<file path="config.mk">
export PLATFORM = sky130hd
export DESIGN_NAME = bcd_event_counter
export DESIGN_NICKNAME = d
export VERILOG_FILES = /design/src/rtl/bcd_evt_pkg.sv /design/src/rtl/evt_edge_sync.sv /design/src/rtl/bcd_digit_chain.sv /design/src/rtl/evt_flag_fsm.sv /design/src/rtl/hz_wave_gen.sv /design/src/rtl/bcd_event_counter.sv
export SDC_FILE = /design/constraint.sdc
export NUM_CORES = 1
export LEC_CHECK = 0
export BUFFER_PORTS_ARGS = -buffer_cell sky130_fd_sc_hd__buf_2
export CAP_MARGIN = 40
export CORE_ASPECT_RATIO = 1.75
export CORE_UTILIZATION = 58
export CTS_CLUSTER_SIZE = 10
export DETAILED_ROUTE_END_ITERATION = 10
export PLACE_DENSITY = 0.81
export SLEW_MARGIN = 10
export SYNTH_ARGS = -nofsm -noshare
export SYNTH_HDL_FRONTEND = slang
export SYNTH_SLANG_ARGS = --single-unit
</file>
<file path="constraint.sdc">
create_clock -name clk -period 2.1 [get_ports clk]
set_input_delay 0 -clock clk [delete_from_list [all_inputs] [get_ports clk]]
set_output_delay 0 -clock clk [all_outputs]
set_load 0.03 [all_outputs]
</file>
<file path="src/rtl/bcd_evt_pkg.sv">
package bcd_evt_pkg;
    localparam int DIGITS  = 6;
    localparam int BYTES   = DIGITS / 2;
    localparam int CNT_W   = 4 * DIGITS;
    localparam int ADDR_W  = 4;
    localparam int DATA_W  = 8;

    localparam logic [ADDR_W-1:0] A_CTRL = 4'h0;
    localparam logic [ADDR_W-1:0] A_CNT0 = 4'h1;
    localparam logic [ADDR_W-1:0] A_ACTL = 4'h8;
    localparam logic [ADDR_W-1:0] A_ALM0 = 4'h9;

    localparam logic [1:0] MODE_EVENT = 2'b10;
    localparam logic [1:0] SEL_EVENT  = 2'b01;

    localparam int BIT_FLAG = 1;
    localparam int BIT_AEN  = 2;
    localparam int BIT_IEN  = 7;

    typedef enum logic {
        FLAG_IDLE,
        FLAG_HELD
    } flag_state_t;

    typedef enum logic {
        WAVE_LOW,
        WAVE_HIGH
    } wave_state_t;
endpackage

</file>
<file path="src/rtl/evt_edge_sync.sv">
module evt_edge_sync #(
    parameter int STAGES = 2
) (
    input  logic clk,
    input  logic rst_n,
    input  logic din,
    output logic rise
);
    logic [STAGES:0] chain_q;

    always_ff @(posedge clk or negedge rst_n) begin
        if (!rst_n) begin
            chain_q <= '0;
        end else begin
            chain_q <= {chain_q[STAGES-1:0], din};
        end
    end

    // synchronized level is chain_q[STAGES-1]; chain_q[STAGES] is its last value
    assign rise = chain_q[STAGES-1] & ~chain_q[STAGES];
endmodule

</file>
<file path="src/rtl/bcd_digit_chain.sv">
module bcd_digit_chain #(
    parameter int DIGITS = 6
) (
    input  logic                  clk,
    input  logic                  rst_n,
    input  logic                  inc,
    input  logic [DIGITS/2-1:0]   ld_en,
    input  logic [7:0]            ld_data,
    output logic [4*DIGITS-1:0]   cnt
);
    logic [DIGITS:0] carry;

    // any load in this cycle suppresses the increment everywhere
    assign carry[0] = inc & ~(|ld_en);

    for (genvar i = 0; i < DIGITS; i++) begin : g_digit
        logic [3:0] dq;
        logic       at_nine;

        assign at_nine    = (dq == 4'd9);
        assign carry[i+1] = carry[i] & at_nine;
        assign cnt[4*i +: 4] = dq;

        always_ff @(posedge clk or negedge rst_n) begin
            if (!rst_n) begin
                dq <= 4'd0;
            end else if (ld_en[i/2]) begin
                dq <= ld_data[4*(i%2) +: 4];
            end else if (carry[i]) begin
                dq <= at_nine ? 4'd0 : dq + 4'd1;
            end
        end
    end

    logic unused_top_carry;
    assign unused_top_carry = carry[DIGITS];
endmodule

</file>
<file path="src/rtl/evt_flag_fsm.sv">
module evt_flag_fsm
    import bcd_evt_pkg::*;
(
    input  logic clk,
    input  logic rst_n,
    input  logic hit,
    input  logic clr_req,
    output logic flag
);
    flag_state_t state_q, state_d;

    always_comb begin
        state_d = state_q;
        unique case (state_q)
            FLAG_IDLE: if (hit) state_d = FLAG_HELD;
            FLAG_HELD: if (clr_req && !hit) state_d = FLAG_IDLE;
            default:   state_d = FLAG_IDLE;
        endcase
    end

    always_ff @(posedge clk or negedge rst_n) begin
        if (!rst_n) begin
            state_q <= FLAG_IDLE;
        end else begin
            state_q <= state_d;
        end
    end

    always_comb begin
        unique case (state_q)
            FLAG_HELD: flag = 1'b1;
            default:   flag = 1'b0;
        endcase
    end
endmodule

</file>
<file path="src/rtl/hz_wave_gen.sv">
module hz_wave_gen
    import bcd_evt_pkg::*;
#(
    parameter int CLK_HZ = 32768
) (
    input  logic clk,
    input  logic rst_n,
    output logic wave
);
    localparam int HALF = (CLK_HZ / 2 > 0) ? CLK_HZ / 2 : 1;
    localparam int CW   = (HALF > 1) ? $clog2(HALF) : 1;
    localparam logic [CW-1:0] TERM = CW'(HALF - 1);

    logic [CW-1:0] div_q;
    logic          half_done;
    wave_state_t   state_q, state_d;

    assign half_done = (div_q == TERM);

    always_ff @(posedge clk or negedge rst_n) begin
        if (!rst_n) begin
            div_q <= '0;
        end else if (half_done) begin
            div_q <= '0;
        end else begin
            div_q <= div_q + 1'b1;
        end
    end

    always_comb begin
        state_d = state_q;
        unique case (state_q)
            WAVE_LOW:  if (half_done) state_d = WAVE_HIGH;
            WAVE_HIGH: if (half_done) state_d = WAVE_LOW;
            default:   state_d = WAVE_LOW;
        endcase
    end

    always_ff @(posedge clk or negedge rst_n) begin
        if (!rst_n) begin
            state_q <= WAVE_LOW;
        end else begin
            state_q <= state_d;
        end
    end

    always_comb begin
        unique case (state_q)
            WAVE_HIGH: wave = 1'b1;
            default:   wave = 1'b0;
        endcase
    end
endmodule

</file>
<file path="src/rtl/bcd_event_counter.sv">
module bcd_event_counter
    import bcd_evt_pkg::*;
#(
    parameter int CLK_HZ = 32768
) (
    input  logic              clk,
    input  logic              rst_n,
    input  logic              evt_in,
    input  logic              wr_en,
    input  logic [ADDR_W-1:0] addr,
    input  logic [DATA_W-1:0] wdata,
    output logic [DATA_W-1:0] rdata,
    output logic              irq_n
);
    logic [7:2]       ctrl_hi_q;
    logic             ctrl_b0_q;
    logic [7:0]       actl_q;
    logic [CNT_W-1:0] alm_vec;
    logic [CNT_W-1:0] cnt_q;
    logic [BYTES-1:0] cnt_ld;
    logic             evt_rise;
    logic             evt_inc;
    logic             alarm_hit;
    logic             flag_clr;
    logic             alarm_flag;
    logic             wave;
    logic             mode_event;
    logic             sel_event;
    logic             wr_ctrl;
    logic             wr_actl;

    assign wr_ctrl    = wr_en && (addr == A_CTRL);
    assign wr_actl    = wr_en && (addr == A_ACTL);
    assign mode_event = (ctrl_hi_q[5:4] == MODE_EVENT);
    assign sel_event  = (actl_q[5:4] == SEL_EVENT);

    always_ff @(posedge clk or negedge rst_n) begin
        if (!rst_n) begin
            ctrl_hi_q <= '0;
            ctrl_b0_q <= 1'b0;
        end else if (wr_ctrl) begin
            ctrl_hi_q <= wdata[7:2];
            ctrl_b0_q <= wdata[0];
        end
    end

    always_ff @(posedge clk or negedge rst_n) begin
        if (!rst_n) begin
            actl_q <= '0;
        end else if (wr_actl) begin
            actl_q <= wdata;
        end
    end

    for (genvar j = 0; j < BYTES; j++) begin : g_byte
        logic [7:0] alm_q;

        assign cnt_ld[j] = wr_en && (addr == A_CNT0 + ADDR_W'(j));

        always_ff @(posedge clk or negedge rst_n) begin
            if (!rst_n) begin
                alm_q <= '0;
            end else if (wr_en && (addr == A_ALM0 + ADDR_W'(j))) begin
                alm_q <= wdata;
            end
        end

        assign alm_vec[8*j +: 8] = alm_q;
    end

    evt_edge_sync #(.STAGES(2)) u_sync (
        .clk   (clk),
        .rst_n (rst_n),
        .din   (evt_in),
        .rise  (evt_rise)
    );

    assign evt_inc = evt_rise && mode_event;

    bcd_digit_chain #(.DIGITS(DIGITS)) u_count (
        .clk     (clk),
        .rst_n   (rst_n),
        .inc     (evt_inc),
        .ld_en   (cnt_ld),
        .ld_data (wdata),
        .cnt     (cnt_q)
    );

    assign alarm_hit = mode_event && sel_event && (cnt_q == alm_vec);
    assign flag_clr  = wr_ctrl && !wdata[BIT_FLAG];

    evt_flag_fsm u_flag (
        .clk     (clk),
        .rst_n   (rst_n),
        .hit     (alarm_hit),
        .clr_req (flag_clr),
        .flag    (alarm_flag)
    );

    hz_wave_gen #(.CLK_HZ(CLK_HZ)) u_wave (
        .clk   (clk),
        .rst_n (rst_n),
        .wave  (wave)
    );

    always_comb begin
        if (!ctrl_hi_q[BIT_AEN]) begin
            irq_n = ~wave;
        end else if (actl_q[BIT_IEN]) begin
            irq_n = ~alarm_flag;
        end else begin
            irq_n = 1'b1;
        end
    end

    always_comb begin
        rdata = '0;
        if (addr == A_CTRL) begin
            rdata = {ctrl_hi_q, alarm_flag, ctrl_b0_q};
        end else if (addr == A_ACTL) begin
            rdata = actl_q;
        end
        for (int j = 0; j < BYTES; j++) begin
            if (addr == A_CNT0 + ADDR_W'(j)) rdata = cnt_q[8*j +: 8];
            if (addr == A_ALM0 + ADDR_W'(j)) rdata = alm_vec[8*j +: 8];
        end
    end
endmodule

</file>
# ---- Yosys cells after proc, flatten, opt, wreduce, memory -nomap -nowiden
# Cells that the tools add are included.
dict set report totals {
  register_bits 82
  out_inout_bits 9
}
dict set report classes {
  n_reduce_logical 23
  n_mux 37
  eq_ne 17
  addsub 7
  n_bitwise 13
}
# operator count
set ops {}
lappend ops {{two-way mux 4 bit} 18}
lappend ops {{two-way mux 8 bit} 8}
lappend ops {{equality test 4 bit (second input constant)} 10}
lappend ops {{adder 4 x 1 -> 4 bit (second input constant)} 6}
lappend ops {{equality test 24 bit} 1}
lappend ops {{adder 14 x 1 -> 14 bit (second input constant)} 1}
lappend ops {{equality test 14 bit (second input constant)} 1}
lappend ops {{two-way mux 14 bit} 1}
lappend ops {{logical AND 1 bit} 13}
lappend ops {{nonzero test 2 bit} 6}
lappend ops {{equality test 4 x 2 -> 1 bit (second input constant)} 2}
lappend ops {{two-way mux 1 bit} 8}
lappend ops {{AND 1 bit} 7}
lappend ops {{NOT 1 bit} 6}
lappend ops {{equality test 4 x 1 -> 1 bit (second input constant)} 1}
lappend ops {{zero test 4 bit} 1}
lappend ops {{case mux 1 bit (2 select lines)} 2}
lappend ops {{OR reduction 3 bit} 1}
lappend ops {{equality test 2 x 1 -> 1 bit (second input constant)} 1}
lappend ops {{equality test 2 bit (second input constant)} 1}
lappend ops {{zero test 1 bit} 2}

# ---- Longest topological paths before layout
dict set report depth {
  ltp_word 12
  mapped_depth 8
  ltp_nobuf 5
}

# ---- Modules after synthesis
# From an unflattened synthesis, not the netlist that was laid out.
dict set report hier_totals {
  cells_unflattened 423
  hier_area_um2 4685.7
}
# mod seq_area_each_um2 cells_each n_inst area_each_um2
set by_module_without_submodules {}
lappend by_module_without_submodules {bcd_event_counter 975.9 188 1 2357.3}
lappend by_module_without_submodules {bcd_digit_chain 600.6 167 1 1510.2}
lappend by_module_without_submodules {hz_wave_gen 375.4 61 1 693.2}
lappend by_module_without_submodules {evt_edge_sync 75.1 4 1 88.8}
lappend by_module_without_submodules {evt_flag_fsm 25.0 3 1 36.3}

# ---- Worst setup path before layout
# No wires, ideal clock.
dict set report synth_timing {
  path_kind {reg2reg}
  startpoint {reg u_count.g_digit[3].dq[1]}
  endpoint {reg u_count.g_digit[5].dq[1]}
  path_stages_with_launch 7
  setup_slack_ps 363
  t_arrival_ps 1613
  path_buffers 1
  t_required_ps 1976
  setup_ps 124
  path_cell_list {dfrtp_1 buf_2 nor4b_4 nand4_1 nor3_4 a21oi_1 a211o_1}
}
dict set report synth_between {
  elab_chain_cells 4
}
# item line_no
set synth_rtl {}
lappend synth_rtl {{start: declaration} bcd_digit_chain.sv:17} ;# logic [3:0] dq;
lappend synth_rtl {{start signal: assignment} bcd_digit_chain.sv:28} ;# dq <= ld_data[4*(i%2) +: 4];
lappend synth_rtl {{start signal: assignment} bcd_digit_chain.sv:30} ;# dq <= at_nine ? 4'd0 : dq + 4'd1;
lappend synth_rtl {{equality test 4 bit} bcd_digit_chain.sv:20} ;# assign at_nine = (dq == 4'd9);
lappend synth_rtl {{AND 1 bit (2 in a row)} bcd_digit_chain.sv:21} ;# assign carry[i+1] = carry[i] & at_nine;
lappend synth_rtl {{nonzero test 2 bit (no line)} n/a}
lappend synth_rtl {{end signal: assignment} bcd_digit_chain.sv:28}
lappend synth_rtl {{end signal: assignment} bcd_digit_chain.sv:30}
lappend synth_rtl {{end: declaration} bcd_digit_chain.sv:17}
# No other way between the ends.
# A chain may end at the register's enable or synchronous reset.

# ---- Worst setup path in the final report
dict set report layout_timing {
  startpoint {reg u_count.g_digit[2].dq[2]}
  endpoint {out rdata[2]}
}
dict set report layout_between {
  elab_chain_cells 4
}
# item line_no
set layout_rtl {}
lappend layout_rtl {{start: declaration} bcd_digit_chain.sv:17}
lappend layout_rtl {{start signal: assignment} bcd_digit_chain.sv:28}
lappend layout_rtl {{start signal: assignment} bcd_digit_chain.sv:30}
lappend layout_rtl {{two-way mux 8 bit} bcd_event_counter.sv:124} ;# if (addr == A_CNT0 + ADDR_W'(j)) rdata = cnt_q[8*j +: 8];
lappend layout_rtl {{two-way mux 8 bit} bcd_event_counter.sv:125} ;# if (addr == A_ALM0 + ADDR_W'(j)) rdata = alm_vec[8*j +: 8];
lappend layout_rtl {{two-way mux 8 bit} bcd_event_counter.sv:124}
lappend layout_rtl {{two-way mux 8 bit} bcd_event_counter.sv:125}
lappend layout_rtl {{end: declaration} bcd_event_counter.sv:12} ;# output logic [DATA_W-1:0] rdata,
# No other way between the ends.

==> results.md <==
* Slowest stage delay, CP at 490 ps
* Largest net degree at the start of global routing at 83
* Core area at 0.00791 mm2
* Mapped cell area at 0.00475 mm2
* Clock Tree Buf Depth at 2
* Largest fanout on the critical path at 8
* Top FF cell, synth: dfrtp_1
* Final Critical Period at 2010 ps
* CTS Root Cell: clkbuf_16
* Gr usage total at 30.8%
* Least-Margin Pin Slew at 553 ps
* Layout cell share with drive strength beyond 1 at 24.1%
* Initial antenna violation count at 0
* DRT iter0 DRCs at 392
* Cells after Synth at 444
* Via count at 3722
* Ports at 25
* Power per cell area at 969 mW/mm2
* Post-synthesis cell type count at 65
* Status: completed
* Post-CTS sizing at 0
* First-pass GRT wire length at 19800 um
* Top cell type's share of synthesized area at 43.2%
* R2R cell count at 5
* Initial Utilization at 60.0%
* Final setup violation count at 0
* Crit path launch type: flop
* Drt wl/cell at 21.5 um
* FF-to-FF Start: u_count.g_digit[0].dq[2]
* DP HPWL at 8770 um
* Vias per cell at 6.56
* RSZ-0062 raised after global routing: no
* Hold_sp: wdata[1]
* Worst-path clk slew at 70 ps
* Routed WL at 12200 um
* Synth Warn # at 0
* Die area at 0.00857 mm2
* Worst r2r dst: u_count.g_digit[5].dq[1]
* Max Slew Vio Count at 0
* Port-buffer cells at 24
* Timing-limited maximum frequency at 497 MHz
* TNS Setup at 0 ps
* Hold WC Path Type: primary input to flop
* NumNets Final at 490
* Worst Hold Path EP: u_count.g_digit[4].dq[1]
* Antenna Nets Post-Route at 0
* Final hold vios at 0
* Inserted Diodes at 0
* Async set-or-reset flop fraction in the synthesized netlist at 100%
* Syn Area/Cell at 10.7 um2
* WP data required at 2100 ps
* DRC Markers at 0
* CTS tree: done
* Fin Clk Skew at 11.6 ps
* Vias in the first global route at 3795
* Arrival time at the worst endpoint at 2010 ps
* Remaining Overflow, GRT at 0
* CTS H-tree lvls at 3
* DP Worst Slack at 212 ps
* Total CTS buffers at 9
* Finished Core Util at 66.9%
* WHS Path Cells at 3
* FP Rows at 43
* Worst skew pair latency at 340 ps
* Worst R2R Setup Slack at 190 ps
* Die Span Y at 122 um
* Leak pwr at 2.21 nW
* Area leader, netlist: dfrtp_1
* Worst setup margin at 86.8 ps
* Sink Count at 82
* Crit. End Element: output pin
* Die Wd at 70.4 um
* Sequential area share after synthesis at 43.2%
* Slew headroom at 63.0%
* Worst vdd ir at 0.000620 V
* Area delta synth->final at 11.5%
* Post-synth EDFFs at 0
* First drt pass iteration count at 5
* Crit-path slowest cell: dfrtp_1
* Max cap viols at 0
* Crit Path Class: flop to output pin
* Main area contributors after synthesis: dfrtp_1 43%, mux2_2 8.8%, xor2_1 6.1%
* Tcrit/Tclk final at 95.9%
* Final Wtd Congestion at 0.914
* Syn_nets at 461
* Register bit count reported by yosys at 82
* Critical-path cell list: mux4_2, mux2i_1, nor2_1, buf_2
[flip-flops by register name (all words and copies together) (netlist names)]
signal and flops:
ctrl_b0_q 1, u_wave.div_q 14, u_count.g_digit.dq 24, u_flag.state_q 1, u_wave.state_q 1, g_byte.alm_q 24, actl_q 8, ctrl_hi_q 6
u_sync.chain_q 3
[Yosys cell counts, types with 4 or more instances]
library cell and instances:
nor4_1 7, dfrtp_1 82, nand2b_1 8, clkbuf_1 6, xnor2_1 14, mux2i_1 13
o21ai_1 17, nand2_1 34, nor3_1 8, mux4_2 8, nor3b_1 4, nor2b_1 11
buf_2 16, nor2_1 29, a31oi_1 7, nand3_1 13, inv_1 6, and3_1 6
a21oi_1 6, o21ai_0 13, mux2_2 37, xor2_1 33, nand4_1 5
[cells by family (layout without fill, tap and decap cells)]
group                      Yosys count  in the layout  synth area share [%]
AOI/OAI and AO/OA                   69             69                  9.93
xor gates and xnor gates            47             47                  8.67
adders and majority gates            1              1                 0.263
buffers and inverters               33             66                  3.61
DFF                                 82             82                  43.2
muxes                               60             60                  15.8
and+or+nand+nor                    152            152                  18.5
[where the power goes]
group	total, mW	switching, mW	internal, mW
logic	1.39	0.732	0.662
clock network	1.43	0.602	0.826
registers	2.31	0.423	1.89
[cells in the final DEF (no fill, tap or decap), types with 8 or more instances in the layout]
master and count:
nor3_1 8, o21ai_1 17, buf_4 14, nor2b_1 11
nand2_1 34, mux2i_1 13, mux4_2 8, o21ai_0 13
buf_2 23, nand2b_1 8, dfrtp_1 82, xnor2_1 14
mux2_2 37, xor2_1 33, nor2_1 29, clkbuf_16 9
nand3_1 13
[stage by stage]
stage	hold WS, ps	power [mW]	instance area, um2	std cells
6_report	29.6	5.13	5290	567
5_1_grt	35.0	5.36	5290	567
4_1_cts	17.1	5.11	5290	566
3_5_place_dp	62.7	3.66	4940	544
3_3_place_gp	58.7	3.59	4940	544
2_1_floorplan	-296	3.23	4750	444
[cell type report]
cell class,instances,area [um2]
clock inverters,4,28.8
flip-flops and latches,82,2050
inverters,6,22.5
well taps,90,113
clock buffers,11,243
repair buffers,45,310
multi-input cells,329,2520
fillers,577,2620
[worst max-delay path: cells and delay by family (launching register included)]
| family | cells | cell delay, ps |
|---|---|---|
| buf+inv | 1 | 190 |
| simple gates | 1 | 90 |
| mux | 2 | 900 |
| flops | 1 | 490 |
[worst max path at each step]
stage | from | to | slack, ps | depth (start not counted)
after detailed placement | u_count.g_digit[3].dq[1] | u_count.g_digit[5].dq[1] | 210 | 5
after global placement | u_count.g_digit[3].dq[1] | u_count.g_digit[5].dq[1] | 300 | 5
after floorplan | u_count.g_digit[3].dq[1] | u_count.g_digit[5].dq[1] | 360 | 6
after global routing | g_byte[1].alm_q[7] | rdata[7] | 30 | 6
final | u_count.g_digit[2].dq[2] | rdata[2] | 90 | 4
after CTS | u_count.g_digit[3].dq[1] | rdata[5] | 110 | 5
[repair_timing]
| item | CTS | global route |
|---|---|---|
| setup buffers | 0 | 1 |
| endpoints found under the hold margin | 92 | 0 |
| endpoints found under the setup margin | 0 | 1 |
| hold buffers | 7 | 0 |
[per-layer routing]
layer	global-route usage (%)	share of wire [%]	vias up
li1	-	-	1666
met1	33.7	36	1825
met2	52.1	52	170
met3	6.29	5.1	61
met4	22.8	7.1	0
met5	0	0	-
Note: power is estimated with default switching activity, not from simulation.
